## config.mk

```make
export PLATFORM = sky130hd
export DESIGN_NAME = paced_sample_fifo
export DESIGN_NICKNAME = d
export VERILOG_FILES = /design/src/rtl/afc_pkg.sv /design/src/rtl/afc_tick_sel.sv /design/src/rtl/afc_wr_stage.sv /design/src/rtl/afc_word_fifo.sv /design/src/rtl/afc_byte_seq.sv /design/src/rtl/paced_sample_fifo.sv
export SDC_FILE = /design/constraint.sdc
export NUM_CORES = 1
export LEC_CHECK = 0
export BUFFER_PORTS_ARGS = -buffer_cell sky130_fd_sc_hd__buf_2
export CAP_MARGIN = 30
export CORE_ASPECT_RATIO = 0.5
export CORE_MARGIN = 4
export CORE_UTILIZATION = 40
export CTS_BUF_LIST = sky130_fd_sc_hd__clkbuf_8
export DETAILED_ROUTE_END_ITERATION = 8
export PLACE_DENSITY_LB_ADDON = 0.08
export SLEW_MARGIN = 5
export SYNTH_ARGS = -nofsm -noshare
export SYNTH_HDL_FRONTEND = slang
export SYNTH_SLANG_ARGS = --single-unit
```

## constraint.sdc

```tcl
create_clock -name clk -period 11 [get_ports clk]
set_input_delay 1.1 -clock clk [delete_from_list [all_inputs] [get_ports clk]]
set_output_delay 1.1 -clock clk [all_outputs]
set_load 0.05 [all_outputs]
```

## src/rtl/afc_pkg.sv

```systemverilog
package afc_pkg;
   typedef enum logic [0:0] {
      TICK_COMB = 1'b0,
      TICK_REG  = 1'b1
   } tick_mode_e;

   function automatic int min1_clog2(input int v);
      return (v <= 1) ? 1 : $clog2(v);
   endfunction
endpackage

```

## src/rtl/afc_tick_sel.sv

```systemverilog
module afc_tick_sel
   import afc_pkg::*;
#(
   parameter int         N_TMR = 2,
   parameter tick_mode_e MODE  = TICK_COMB,
   localparam int        SEL_W = min1_clog2(N_TMR)
) (
   input  logic             clk,
   input  logic             rst_n,
   input  logic             clr,
   input  logic [N_TMR-1:0] ovf,
   input  logic [SEL_W-1:0] sel,
   output logic             tick
);
   logic raw;

   always_comb begin
      raw = 1'b0;
      for (int i = 0; i < N_TMR; i++) begin
         if (sel == SEL_W'(i)) raw = ovf[i];
      end
   end

   generate
      if (MODE == TICK_REG) begin : g_reg
         logic tick_q;
         always_ff @(posedge clk) begin
            if (!rst_n || clr) tick_q <= 1'b0;
            else               tick_q <= raw;
         end
         assign tick = tick_q;
      end else begin : g_comb
         logic unused_ok;
         assign unused_ok = ^{clk, rst_n, clr};
         assign tick = raw;
      end
   endgenerate
endmodule

```

## src/rtl/afc_wr_stage.sv

```systemverilog
module afc_wr_stage #(
   parameter int  WORD_W = 32,
   localparam int HALF_W = WORD_W / 2
) (
   input  logic              clk,
   input  logic              rst_n,
   input  logic              clr,
   input  logic              wr_lo,
   input  logic              wr_hi,
   input  logic [WORD_W-1:0] wr_data,
   output logic              push,
   output logic [WORD_W-1:0] push_word
);
   logic [HALF_W-1:0] stage_q;

   always_ff @(posedge clk) begin
      if (!rst_n || clr)        stage_q <= '0;
      else if (wr_lo && !wr_hi) stage_q <= wr_data[HALF_W-1:0];
   end

   assign push      = wr_hi && !clr;
   assign push_word = wr_lo ? wr_data : {wr_data[WORD_W-1:HALF_W], stage_q};
endmodule

```

## src/rtl/afc_word_fifo.sv

```systemverilog
module afc_word_fifo #(
   parameter int  WORD_W = 32,
   parameter int  DEPTH  = 8,
   localparam int AW     = $clog2(DEPTH),
   localparam int CNT_W  = $clog2(DEPTH + 1)
) (
   input  logic              clk,
   input  logic              rst_n,
   input  logic              clr,
   input  logic              push,
   input  logic [WORD_W-1:0] push_word,
   input  logic              pop,
   output logic [WORD_W-1:0] head,
   output logic              empty,
   output logic              drop,
   output logic [CNT_W-1:0]  lvl_nxt
);
   logic [WORD_W-1:0] mem [DEPTH];
   logic [AW-1:0]     wptr_q, rptr_q;
   logic [CNT_W-1:0]  count_q;
   logic              full, push_ok, pop_ok;

   assign full    = (count_q == CNT_W'(DEPTH));
   assign empty   = (count_q == '0);
   assign push_ok = push && !full;
   assign pop_ok  = pop && !empty;
   assign drop    = push && full;
   assign lvl_nxt = clr ? '0 : count_q + CNT_W'(push_ok) - CNT_W'(pop_ok);
   assign head    = mem[rptr_q];

   always_ff @(posedge clk) begin
      if (push_ok) mem[wptr_q] <= push_word;
   end

   always_ff @(posedge clk) begin
      if (!rst_n || clr) begin
         wptr_q  <= '0;
         rptr_q  <= '0;
         count_q <= '0;
      end else begin
         if (push_ok) wptr_q <= wptr_q + AW'(1);
         if (pop_ok)  rptr_q <= rptr_q + AW'(1);
         count_q <= lvl_nxt;
      end
   end

   AST_LEVEL_BOUND: assert property (@(posedge clk) disable iff (!rst_n)
      count_q <= CNT_W'(DEPTH));
   AST_FULL_DROP: assert property (@(posedge clk) disable iff (!rst_n)
      (push && full && !pop && !clr) |=> (count_q == CNT_W'(DEPTH)));
   AST_CLEAR_EMPTY: assert property (@(posedge clk) disable iff (!rst_n)
      clr |=> empty);
endmodule

```

## src/rtl/afc_byte_seq.sv

```systemverilog
module afc_byte_seq
   import afc_pkg::*;
#(
   parameter int  SAMPLE_W = 8,
   parameter int  LANES    = 4,
   localparam int WORD_W   = SAMPLE_W * LANES,
   localparam int IW       = min1_clog2(LANES)
) (
   input  logic                clk,
   input  logic                rst_n,
   input  logic                clr,
   input  logic                tick,
   input  logic [WORD_W-1:0]   head,
   input  logic                empty,
   output logic [SAMPLE_W-1:0] sample,
   output logic                pop,
   output logic                underrun
);
   logic [SAMPLE_W-1:0] lane [LANES];
   logic [IW-1:0]       idx_q;
   logic [SAMPLE_W-1:0] sample_q;
   logic                take, at_last;

   generate
      for (genvar g = 0; g < LANES; g++) begin : g_lane
         assign lane[g] = head[g*SAMPLE_W +: SAMPLE_W];
      end
   endgenerate

   assign take     = tick && !empty && !clr;
   assign at_last  = (idx_q == IW'(LANES - 1));
   assign pop      = take && at_last;
   assign underrun = tick && empty && !clr;
   assign sample   = sample_q;

   always_ff @(posedge clk) begin
      if (!rst_n || clr) begin
         idx_q    <= '0;
         sample_q <= '0;
      end else if (take) begin
         sample_q <= lane[idx_q];
         idx_q    <= at_last ? '0 : idx_q + IW'(1);
      end
   end

   AST_HOLD_BETWEEN: assert property (@(posedge clk) disable iff (!rst_n)
      (!tick && !clr) |=> $stable(sample_q));
   AST_UNDERRUN_HOLD: assert property (@(posedge clk) disable iff (!rst_n)
      (tick && empty && !clr) |=> $stable(sample_q));
   AST_CLEAR_ZERO: assert property (@(posedge clk) disable iff (!rst_n)
      clr |=> (sample_q == '0 && idx_q == '0));
endmodule

```

## src/rtl/paced_sample_fifo.sv

```systemverilog
module paced_sample_fifo
   import afc_pkg::*;
#(
   parameter int         SAMPLE_W   = 8,
   parameter int         LANES      = 4,
   parameter int         DEPTH      = 8,
   parameter int         REFILL_LVL = 4,
   parameter int         N_TMR      = 2,
   parameter tick_mode_e TICK_MODE  = TICK_COMB,
   localparam int        WORD_W     = SAMPLE_W * LANES,
   localparam int        SEL_W      = min1_clog2(N_TMR),
   localparam int        CNT_W      = $clog2(DEPTH + 1)
) (
   input  logic                clk,
   input  logic                rst_n,
   input  logic                clr_i,
   input  logic [SEL_W-1:0]    tmr_sel_i,
   input  logic [N_TMR-1:0]    tmr_ovf_i,
   input  logic                wr_lo_i,
   input  logic                wr_hi_i,
   input  logic [WORD_W-1:0]   wr_data_i,
   output logic [SAMPLE_W-1:0] sample_o,
   output logic                dma_req_o,
   output logic                underflow_o,
   output logic                overflow_o
);
   generate
      if (LANES < 2 || (LANES % 2) != 0) begin : g_bad_lanes
         $error("LANES must be even and at least 2");
      end
      if (DEPTH < 2 || (DEPTH & (DEPTH - 1)) != 0) begin : g_bad_depth
         $error("DEPTH must be a power of two, at least 2");
      end
      if (REFILL_LVL < 0 || REFILL_LVL >= DEPTH) begin : g_bad_lvl
         $error("REFILL_LVL must lie below DEPTH");
      end
   endgenerate

   logic              tick, push, pop, empty, drop, underrun;
   logic [WORD_W-1:0] push_word, head;
   logic [CNT_W-1:0]  lvl_nxt;
   logic              req_q, uf_q, of_q;

   afc_tick_sel #(.N_TMR(N_TMR), .MODE(TICK_MODE)) u_tick (
      .clk(clk), .rst_n(rst_n), .clr(clr_i),
      .ovf(tmr_ovf_i), .sel(tmr_sel_i), .tick(tick));

   afc_wr_stage #(.WORD_W(WORD_W)) u_stage (
      .clk(clk), .rst_n(rst_n), .clr(clr_i),
      .wr_lo(wr_lo_i), .wr_hi(wr_hi_i), .wr_data(wr_data_i),
      .push(push), .push_word(push_word));

   afc_word_fifo #(.WORD_W(WORD_W), .DEPTH(DEPTH)) u_fifo (
      .clk(clk), .rst_n(rst_n), .clr(clr_i),
      .push(push), .push_word(push_word), .pop(pop),
      .head(head), .empty(empty), .drop(drop), .lvl_nxt(lvl_nxt));

   afc_byte_seq #(.SAMPLE_W(SAMPLE_W), .LANES(LANES)) u_seq (
      .clk(clk), .rst_n(rst_n), .clr(clr_i), .tick(tick),
      .head(head), .empty(empty),
      .sample(sample_o), .pop(pop), .underrun(underrun));

   always_ff @(posedge clk) begin
      if (!rst_n || clr_i) begin
         req_q <= 1'b0;
         uf_q  <= 1'b0;
         of_q  <= 1'b0;
      end else begin
         req_q <= pop && (lvl_nxt <= CNT_W'(REFILL_LVL));
         if (underrun) uf_q <= 1'b1;
         if (drop)     of_q <= 1'b1;
      end
   end

   assign dma_req_o   = req_q;
   assign underflow_o = uf_q;
   assign overflow_o  = of_q;

   AST_REQ_ONE_CYCLE: assert property (@(posedge clk) disable iff (!rst_n)
      dma_req_o |=> !dma_req_o);
   AST_CLEAR_STATUS: assert property (@(posedge clk) disable iff (!rst_n)
      clr_i |=> (!dma_req_o && !underflow_o && !overflow_o));
   AST_UF_STICKY: assert property (@(posedge clk) disable iff (!rst_n)
      (underflow_o && !clr_i) |=> underflow_o);
   AST_OF_STICKY: assert property (@(posedge clk) disable iff (!rst_n)
      (overflow_o && !clr_i) |=> overflow_o);
endmodule

```

==> flow_metrics.tcl <==
set metrics [dict create \
    status "finished, final reports clean" \
    track_usage 0.1613 \
    critPathTopFamily "simple AND/OR/NAND/NOR gates" \
    hpwlAfterDp_um 15780 \
    clockBufferDepth 3 \
    ys_seq_area_frac 0.7262 \
    synth_edf_count 256 \
    grt-ovfl-total 0 \
    cts_htree_levels 2 \
    first_iter_violations 466 \
    port_buffers 50 \
    dominantRegCellSynth "edfxtp_1" \
    final_nets 861 \
    wirelength_um 26380 \
    stdcell_area_um2 13380 \
    clkSinkCount 298 \
    maxSlewHeadroom 0.3637 \
    critPathLaunchType "primary input" \
    synth_area_um2 11740 \
    final.min_clock_period_ps 3204 \
    crit_required_ps 11210 \
    cpMaxStageDelayCell "nor3_2" \
    post_cts_buffers 0 \
    finalSetupViolations 0 \
    holdBufCountCts 0 \
    syn_inst 741 \
    clk_pin_slew_ps 60 \
    postSynth.asyncResetShare 0 \
    power_frac_comb 0.028 \
    ys_types 28 \
    crit_top_cell "nand2b_1" \
    skew_ps 22.12 \
    n_fill_cell 2570 \
    power.total_uw 2162 \
    endpoint_kind "flip-flop" \
    fmax_ghz 0.3121 \
    worstPathCellList "buf_2 -> nand2b_1 -> a21oi_1 -> nand2b_1 -> nor3_2 -> buf_4" \
    switchingPower_uw 462.9 \
    grt_pass1_wl_um 39070 \
    synth_nets 790 \
    p_seq_frac 0.573 \
    synth-seq-cells 298 \
    critical_path_buf_inv_count 2 \
    drive_above_1_share 0.1851 \
    use_met2 0.2349 \
    use_met1 0.2415 \
    insertion_delay_ps 570 \
    cp_data_arrival_time_ps 3410 \
    area_growth_pct 13.96 \
    worst_slack_ps 7796 \
    drc 0 \
    grt_pass1_vias 6297 \
    ys.warnings.count 0 \
    io_pins 51 \
    postLayoutCoreUtil 0.4622 \
    cts_resized 0 \
    p_sw_frac 0.2141 \
    cpPeakStageDelay_ps 710 \
    die_width_um 250.3 \
    ir_drop_mv 0.06823 \
    clkPwrFrac 0.399 \
    antenna_found_initial 0 \
    postRouteAntennaNets 0 \
    avgViaCountPerCell 5.162 \
    power.internal_uw 1699 \
    cts_tree "done" \
    cts-buffers-inserted 44 \
    die_h_um 129.2 \
    synthTopCellsByArea "edfxtp_1 (65%), mux2i_1 (11%), dfxtp_1 (7.2%)" \
    grt_max_degree 54 \
    total_leakage_power_uw 0.004252 \
    hold_class "reg -> reg" \
    drt-pass1-iter-count 5 \
    synth_top_area_cell "edfxtp_1" \
    path_class "in -> reg" \
    place_congestion 0.7351 \
    dp_slack_ps 7150 \
    power_density_nw_per_um2 161.6 \
    syn_avg_cell_area_um2 15.85 \
    coreArea_um2 28960 \
    holdPathStages 2 \
    maxCapViolCount 0 \
    multi_input_area_um2 3032 \
    drv_slew 0 \
    path_depth 6 \
    cts_root_buf "clkbuf_8" \
    wire_per_inst_um 21.29 \
    antenna_cells 0 \
    period_share 0.2912 \
    grt.met3_usage 0.04513 \
    seq_area_um2 8532 \
    tns_ps 0 \
    busiest_layer "met1" \
    place_area_um2 12520 \
    vias 6396 \
    initial_utilization 0.4055 \
    r2r_cells 6 \
    rsz0062_at_grt "false" \
    path_max_fanout 24 \
    synth_top_area_frac 0.6546 \
    die-area_um2 32330 \
    rows 44 \
    hold_violations 0 \
    worst_pin_slew_ps 954.4 \
]
-- final timing paths --
path                                    from                              end  slack [ps]
min          u_stage.stage_q[6]$_SDFFE_PP0P_  u_stage.stage_q[6]$_SDFFE_PP0P_         450
max                                    clr_i      u_fifo.mem[0][22]$_DFFE_PP_        7800
max reg2reg                        flip-flop     u_seq.sample[1]$_SDFFE_PP0N_        7860
min reg2reg  u_stage.stage_q[6]$_SDFFE_PP0P_  u_stage.stage_q[6]$_SDFFE_PP0P_         450
-- worst reg2reg max path, cell delays in order, from the launching register on --
cell and delay (ps):
dfxtp_4 840, buf_4 860, mux2i_1 220, a22oi_1 300, a21oi_1 130, or4_1 570
a21oi_1 170
-- metal layers --
| layer | part of all wire | up-vias |
|---|---|---|
| li1 | - | 3009 |
| met1 | 0.50 | 3222 |
| met2 | 0.43 | 138 |
| met3 | 0.060 | 27 |
| met4 | 0.011 | 0 |
| met5 | 0 | - |
-- cell usage after synthesis (3+ instances only) --
master      n
xnor2_1     3
edfxtp_1  256
and2_1      3
mux2_2     16
buf_6       5
nand2_1    40
ha_1        8
nor2b_1     4
or4_1       8
nor3_1      5
mux2i_1   132
nand2b_1    8
inv_1       4
dfxtp_1    42
buf_1       3
o21ai_0     9
xor2_1      3
clkbuf_1   27
a22oi_1    64
buf_4       9
a21oi_1    61
nor2_1     23
-- kinds of logic after synthesis --
family / Yosys count / synth area share
compound gates: 136 / 0.07192
flops: 298 / 0.7262
fa+ha+maj: 9 / 0.01023
mux: 148 / 0.1278
xor+xnor: 6 / 0.004476
simple gates: 96 / 0.03793
buf+inv: 48 / 0.02141
-- stage by stage --
stage | hold slack, ps | std cells
2_1_floorplan | 433.8 | 741
3_3_place_gp | 439.4 | 1152
3_5_place_dp | 444.0 | 1156
4_1_cts | 453.0 | 1238
5_1_grt | 475.3 | 1239
6_report | 452.0 | 1239
-- power by group through the flow --
stage / combinational (uW) / clock, uW / sequential [uW]
floorplan: 29.5 / 0 / 1270
global placement: 60.2 / 0 / 1260
detailed placement: 60.9 / 0 / 1260
CTS: 61.3 / 891 / 1240
global route: 67.2 / 948 / 1240
finish: 61.0 / 862 / 1240
-- registers in the layout, indices dropped and copies added, names as in the netlist, named ones only --
register / flops
dma_req_o: 1
underflow_o: 1
u_fifo.count_q: 4
u_fifo.rptr_q: 3
u_fifo.wptr_q: 3
u_stage.stage_q: 16
overflow_o: 1
u_fifo.mem: 256
u_seq.idx_q: 2
u_seq.sample: 8
-- cells in the final DEF (no fill, tap or decap), types with 2 or more instances in the layout --
master and instances:
edfxtp_1 256, mux2i_1 132, a22oi_1 64, a21oi_1 61, clkbuf_8 54, buf_2 50, dfxtp_1 41, nand2_1 40
inv_1 25, nor2_1 16, mux2_2 16, buf_4 15, o21ai_0 9, nand2b_1 8, or4_1 8, ha_1 8
nor2_4 6, clkinv_1 4, nor3_2 3, xnor2_1 3, and2_1 3, xor2_1 3, or2_2 2, nor2b_1 2
nand3_1 2, nor2b_2 2, nor3_1 2, clkinvlp_4 2, buf_12 2, buf_16 2
-- area by class of cell --
type                            count  share of cell area
Sequential cell                   298              0.6375
Timing Repair Buffer               69             0.03422
Multi-Input combinational cell    395              0.2265
Inverter                            4            0.001122
Tap cell                          391             0.03656
Clock inverter                     28            0.008508
Clock buffer                       54             0.05553
No activity file was read; power rests on OpenSTA's default activity.
